==> src/rtl/sdclk_pkg.sv <==
package sdclk_pkg;

    // Clamp a computed divide code to the largest code a field can hold.
    function automatic int clamp_code(input int value, input int limit);
        return (value > limit) ? limit : value;
    endfunction

endpackage

==> src/rtl/sdclk_ratio_sel.sv <==
module sdclk_ratio_sel #(
    parameter int DIV_W      = 8,
    parameter int SLOW_SHIFT = 3,
    parameter int SLOW_DIV   = 50
) (
    input  logic             slow_mode,
    input  logic             slow_req,
    input  logic [DIV_W-1:0] div_req,
    output logic [DIV_W-1:0] eff_div
);
    localparam logic [DIV_W-1:0] SLOW_CODE = DIV_W'(SLOW_DIV);
    localparam int               WIDE_W    = DIV_W + SLOW_SHIFT;

    logic [DIV_W-1:0] scaled;

    generate
        if (SLOW_SHIFT == 0) begin : g_noscale
            assign scaled = div_req;
        end else begin : g_scale
            logic [WIDE_W-1:0] wide;
            always_comb begin
                wide   = {{SLOW_SHIFT{1'b0}}, div_req} << SLOW_SHIFT;
                scaled = (|wide[WIDE_W-1:DIV_W]) ? {DIV_W{1'b1}} : wide[DIV_W-1:0];
            end
        end
    endgenerate

    // Priority: slow-start, then scaled ratio, then request as given.
    always_comb begin
        if (slow_mode)     eff_div = SLOW_CODE;
        else if (slow_req) eff_div = scaled;
        else               eff_div = div_req;
    end

    always_comb begin
        if (slow_req && !slow_mode) begin
            AST_SCALE_MONOTONIC: assert (eff_div >= div_req);
        end
    end

endmodule

==> src/rtl/sdclk_slow_ctl.sv <==
module sdclk_slow_ctl (
    input  logic clk,
    input  logic rst_n,
    input  logic card_pwr,
    input  logic xfer_ok,
    output logic slow_mode
);
    typedef struct packed {
        logic pwr_prev;
        logic slow;
    } slow_st_t;

    slow_st_t st_d, st_q;

    always_comb begin
        st_d          = st_q;
        st_d.pwr_prev = card_pwr;
        if (card_pwr && !st_q.pwr_prev) st_d.slow = 1'b1;
        else if (xfer_ok)               st_d.slow = 1'b0;
    end

    always_ff @(posedge clk or negedge rst_n) begin
        if (!rst_n) st_q <= '0;
        else        st_q <= st_d;
    end

    assign slow_mode = st_q.slow;

    AST_SLOW_ON_POWER: assert property (@(posedge clk) disable iff (!rst_n)
        $rose(card_pwr) |=> slow_mode);

endmodule

==> src/rtl/sdclk_period_gen.sv <==
module sdclk_period_gen #(
    parameter int DIV_W = 8
) (
    input  logic             clk,
    input  logic             rst_n,
    input  logic             want_run,
    input  logic [DIV_W-1:0] eff_div,
    output logic             card_clk,
    output logic             card_clk_stb
);
    typedef struct packed {
        logic             run;
        logic [DIV_W-1:0] cnt;
        logic [DIV_W-1:0] div;
        logic             clk;
        logic             stb;
    } gen_st_t;

    gen_st_t        st_d, st_q;
    logic           at_end;
    logic [DIV_W:0] hi_len;

    always_comb begin
        st_d   = st_q;
        at_end = (st_q.cnt == st_q.div);
        if (st_q.run) begin
            if (at_end) begin
                st_d.cnt = '0;
                st_d.div = eff_div;
                st_d.run = want_run;
            end else begin
                st_d.cnt = st_q.cnt + 1'b1;
            end
        end else if (want_run) begin
            st_d.run = 1'b1;
            st_d.cnt = '0;
            st_d.div = eff_div;
        end
        hi_len   = ({1'b0, st_d.div} + {{DIV_W{1'b0}}, 1'b1}) >> 1;
        st_d.clk = st_d.run && ({1'b0, st_d.cnt} < hi_len);
        st_d.stb = st_d.run && (st_d.cnt == '0);
    end

    always_ff @(posedge clk or negedge rst_n) begin
        if (!rst_n) st_q <= '0;
        else        st_q <= st_d;
    end

    assign card_clk     = st_q.clk;
    assign card_clk_stb = st_q.stb;

    AST_STOP_AT_BOUNDARY: assert property (@(posedge clk) disable iff (!rst_n)
        $fell(st_q.run) |-> $past(st_q.cnt == st_q.div));
    AST_IDLE_QUIET: assert property (@(posedge clk) disable iff (!rst_n)
        !st_q.run |-> (!card_clk && !card_clk_stb));
    AST_DIV_HOLD: assert property (@(posedge clk) disable iff (!rst_n)
        (st_q.run && $past(st_q.run) && st_q.cnt != '0) |-> $stable(st_q.div));
    AST_RISE_HAS_STB: assert property (@(posedge clk) disable iff (!rst_n)
        $rose(card_clk) |-> card_clk_stb);

endmodule

==> src/rtl/sdclk_gen_top.sv <==
module sdclk_gen_top #(
    parameter int DIV_W      = 8,
    parameter int REF_HZ     = 50_000_000,
    parameter int SLOW_HZ    = 1_000_000,
    parameter int SLOW_SHIFT = 3
) (
    input  logic             clk,
    input  logic             rst_n,
    input  logic [DIV_W-1:0] div_req,
    input  logic             clk_en_req,
    input  logic             card_pwr,
    input  logic             xfer_ok,
    input  logic             slow_req,
    input  logic             idle_clk_keep,
    input  logic             xfer_active,
    output logic             card_clk,
    output logic             card_clk_stb
);
    localparam int CODE_MAX = (1 << DIV_W) - 1;
    localparam int SLOW_DIV = sdclk_pkg::clamp_code(REF_HZ / SLOW_HZ, CODE_MAX);

    logic             slow_mode;
    logic [DIV_W-1:0] eff_div;
    logic             want_run;

    sdclk_slow_ctl u_slow (
        .clk       (clk),
        .rst_n     (rst_n),
        .card_pwr  (card_pwr),
        .xfer_ok   (xfer_ok),
        .slow_mode (slow_mode)
    );

    sdclk_ratio_sel #(
        .DIV_W      (DIV_W),
        .SLOW_SHIFT (SLOW_SHIFT),
        .SLOW_DIV   (SLOW_DIV)
    ) u_ratio (
        .slow_mode (slow_mode),
        .slow_req  (slow_req),
        .div_req   (div_req),
        .eff_div   (eff_div)
    );

    assign want_run = card_pwr && clk_en_req && (xfer_active || idle_clk_keep || slow_mode);

    sdclk_period_gen #(
        .DIV_W (DIV_W)
    ) u_gen (
        .clk          (clk),
        .rst_n        (rst_n),
        .want_run     (want_run),
        .eff_div      (eff_div),
        .card_clk     (card_clk),
        .card_clk_stb (card_clk_stb)
    );

    AST_NO_START_UNPOWERED: assert property (@(posedge clk) disable iff (!rst_n)
        (!card_pwr && !card_clk_stb) |=> !card_clk_stb);
    AST_NO_START_DISABLED: assert property (@(posedge clk) disable iff (!rst_n)
        (!clk_en_req && !card_clk_stb && !card_clk) |=> !card_clk_stb);

endmodule

==> config.mk <==
export PLATFORM = sky130hd
export DESIGN_NAME = sdclk_gen_top
export DESIGN_NICKNAME = d
export VERILOG_FILES = /design/src/rtl/sdclk_pkg.sv /design/src/rtl/sdclk_ratio_sel.sv /design/src/rtl/sdclk_slow_ctl.sv /design/src/rtl/sdclk_period_gen.sv /design/src/rtl/sdclk_gen_top.sv
export SDC_FILE = /design/constraint.sdc
export NUM_CORES = 1
export LEC_CHECK = 0
export CORE_ASPECT_RATIO = 1.5
export CORE_UTILIZATION = 52
export CTS_BUF_LIST = sky130_fd_sc_hd__clkbuf_8 sky130_fd_sc_hd__clkbuf_16
export CTS_CLUSTER_SIZE = 25
export DETAILED_ROUTE_END_ITERATION = 7
export GPL_ROUTABILITY_DRIVEN = 0
export GPL_TIMING_DRIVEN = 0
export PLACE_DENSITY = 0.76
export REMOVE_ABC_BUFFERS = 1
export SYNTH_ARGS = -nofsm -noshare
export SYNTH_HDL_FRONTEND = slang
export SYNTH_SLANG_ARGS = --single-unit
==> constraint.sdc <==
create_clock -name clk -period 4.1 [get_ports clk]
set_input_delay 1.025 -clock clk [delete_from_list [all_inputs] [get_ports clk]]
set_output_delay 1.025 -clock clk [all_outputs]
set_load 0.01 [all_outputs]
==> metrics.md <==
| Metric | Value |
|---|---|
| Status | `complete, no violations` |
| Initial drt markers | `46` |
| Cell taking the most area after synthesis | `dfrtp_1` |
| Rows | `26` |
| Die Height | `about 75 um` |
| Area Overhead vs Synth | `21.2%` |
| Kind of critical path | `in -> reg` |
| Core ar. | `roughly 3400 um^2` |
| Layout cells sized above 1 | `0.215` |
| Antenna violations before repair | `0` |
| Register bit count reported by yosys | `21` |
| Clock Tree Buf Depth | `2` |
| First-pass GRT wire length | `between 7000 and 8000 um` |
| Congestion Overflow GR | `0` |
| Pre-Repair DR Iteration Count | `4` |
| Reg2reg start | `u_gen.st_q[10]` |
| CTS tree | `yes` |
| Post-synth EDFFs | `0` |
| Rel. slew slack | `0.355` |
| Cts hold-fix bufs | `0` |
| Synthesized cell area | `1870 um^2` |
| Worst setup SP type | `primary input` |
| Largest net degree at the start of global routing | `22` |
| Cells after Synth | `208` |
| CTS Buf Count | `3` |
| Period utilization | `0.989` |
| Required @ worst endpoint | `4.30 ns` |
| Final setup viols | `0` |
| Hold crit path type | `reg -> reg` |
| Clock root buffer | `clkbuf_8` |
| Average cell area after synthesis | `9.00 um^2` |
| Synth area leaders | `dfrtp_1, ha_1, buf_6` |
| Post-placement cell count | `~260` |
| Worst VDD drop | `0.364 mV` |
| Clock Pin Slew Worst Setup and Hold Paths | `0.09 ns` |
| Vias in the first global route | `1,686` |
| Crit end category | `flip-flop` |
| Ports | `18` |
| Ant. Diodes | `0` |
| Layout Cells excl Fill | `275` |
| Worst-path fanout max | `7` |
| Crit path launch | `div_req[6]` |
| Slew of the pin with the lowest slew margin | `0.965 ns` |
| Worst setup slack after layout | `between 0.04 and 0.05 ns` |
| Starting density of the core | `0.548` |
| Post-synth top flop | `dfrtp_1` |
| Layout net count | `259` |
| Slew Limit Fails | `0` |
| Synth cell count leaders | `dfrtp_1, a21oi_1, nand2_1, nand3_1` |
| CTS sink cnt | `21` |
| Ys Warns | `0` |
| Final min period | `approximately 4.1 ns` |
| Clock Latency Late Sink | `~0.26 ns` |
| Pwr dens | `709 nW/um^2` |
| Seq/Total Area, Yosys | `0.281` |
| Fin Clk Skew | `0.00748 ns` |
| Die Area | `between 3000 and 4000 um^2` |
| Overall routing resource usage | `0.256` |
| Yosys top cell area share | `0.281` |
| Count leader, synth | `dfrtp_1` |
| Antenna-violating nets left | `0` |
| Arr. time, crit path | `4.25 ns` |
| Fmax achieved | `between 200 and 250 MHz` |
| Endpoints failing hold | `0` |
| # port buffers | `17` |
| Max_cap viols | `0` |
| # H-tree levels | `1` |
| Dpl hpwl | `3270 um` |
| Final wirelength | `4750 um` |
| DP Worst Slack | `-1.36 ns` |
| Min-delay src | `u_slow.st_q[1]` |
| Vias per cell | `6.29` |
| DR DRC count | `0` |
| Pleak | `slightly below 1 nW` |
| Async set or reset register ratio after synthesis | `1.00` |
| Die Wd | `51.0 um` |
| Yosys cell types | `57` |
| Wirelength per Cell | `17.3 um` |
| Via count | `1,730` |
-- path summary, 6_finish.rpt --
| kind | endpoint | slack (ns) | cells past startpoint |
|---|---|---|---|
| setup / recovery | u_gen.card_clk | 0.04 | 16 |
| min in group asynchronous | u_gen.card_clk_stb | 1.29 | 1 |
| hold / removal | u_slow.slow_mode | 0.45 | 1 |
| max in group asynchronous | u_gen.st_q[17] | 2.22 | 1 |
| setup reg to reg | u_gen.card_clk | 0.07 | 17 |
| hold reg to reg | u_slow.slow_mode | 0.45 | 1 |
-- placed cells by master, fill, tap and decap left out, drive strengths merged, types with 9 or more instances in the layout --
master,instances
dfrtp,21
o21ai,19
buf,17
clkdlybuf4s50,12
nand2,12
a21oi,12
nor2,12
xor2,12
nand3,11
ha,9
-- routing by layer --
layer  part of all wire  global-route usage  vias up
li1                   -                   -      824
met1               0.39               0.270      839
met2               0.55               0.490       51
met3              0.027              0.0200       16
met4              0.040               0.151        0
met5                  0                   0        -
-- metrics by stage --
step	setup TNS (ns)	power, mW	instance area, um^2	utilization	hold WS (ns)
after floorplan	-0.140	1.03	1760	-	0.410
after global placement	-1.35	1.22	1980	0.579	0.416
after detailed placement	-1.36	1.26	1990	0.583	0.430
after CTS	0	1.45	2140	0.625	0.443
after global routing	-0.0659	1.73	2270	0.664	0.476
final	0	1.61	2270	0.664	0.451
-- critical path, cell delays in order --
cell and delay, ns:
clkdlybuf4s50_1 0.63, nor4b_4 0.09, buf_4 0.15, o41ai_4 0.32, ha_2 0.28, inv_4 0.05
a211oi_4 0.20, nand3_2 0.14, xnor2_1 0.15, o21ai_1 0.19, ha_1 0.28, a21o_1 0.17
a21o_1 0.16, a21oi_2 0.20, o21ai_1 0.09, a21oi_1 0.12
-- where the power goes --
part / switching [mW] / leakage [nW] / internal (mW)
clock network: 0.0757 / 0.0217 / 0.0687
registers: 0.169 / 0.250 / 0.293
logic: 0.524 / 0.693 / 0.478
-- state kept, by name, indices dropped and copies added, names as in the netlist --
signal              cells
u_gen.st_q             17
u_gen.card_clk          1
u_gen.card_clk_stb      1
u_slow.slow_mode        1
u_slow.st_q             1
-- cell type report --
type,instances,area [um^2]
clock buffers,3,41.3
clock inverters,1,7.51
fillers,283,1150
inverters,8,32.5
multi-input cells,166,1300
flip-flops and latches,21,526
well taps,42,52.6
repair buffers,34,307
-- logic make-up after synthesis --
group,synth area share
flip-flops,0.281
adder cells (fa/ha/maj),0.0602
multiplexers,0.0294
buffers and inverters,0.0775
XOR/XNOR,0.102
AO/OA/AOI/OAI,0.227
AND/OR/NAND/NOR,0.223
-- what timing repair did --
item                                    in CTS  in global routing
pin swaps                                    8                 15
setup buffers                                6                 11
endpoints found under the setup margin       1                  1
hold endpoints to repair                     0                  0
cloned                                       0                  0
gates resized for setup                     12                 14
Note: power is estimated with default switching activity, not from simulation.
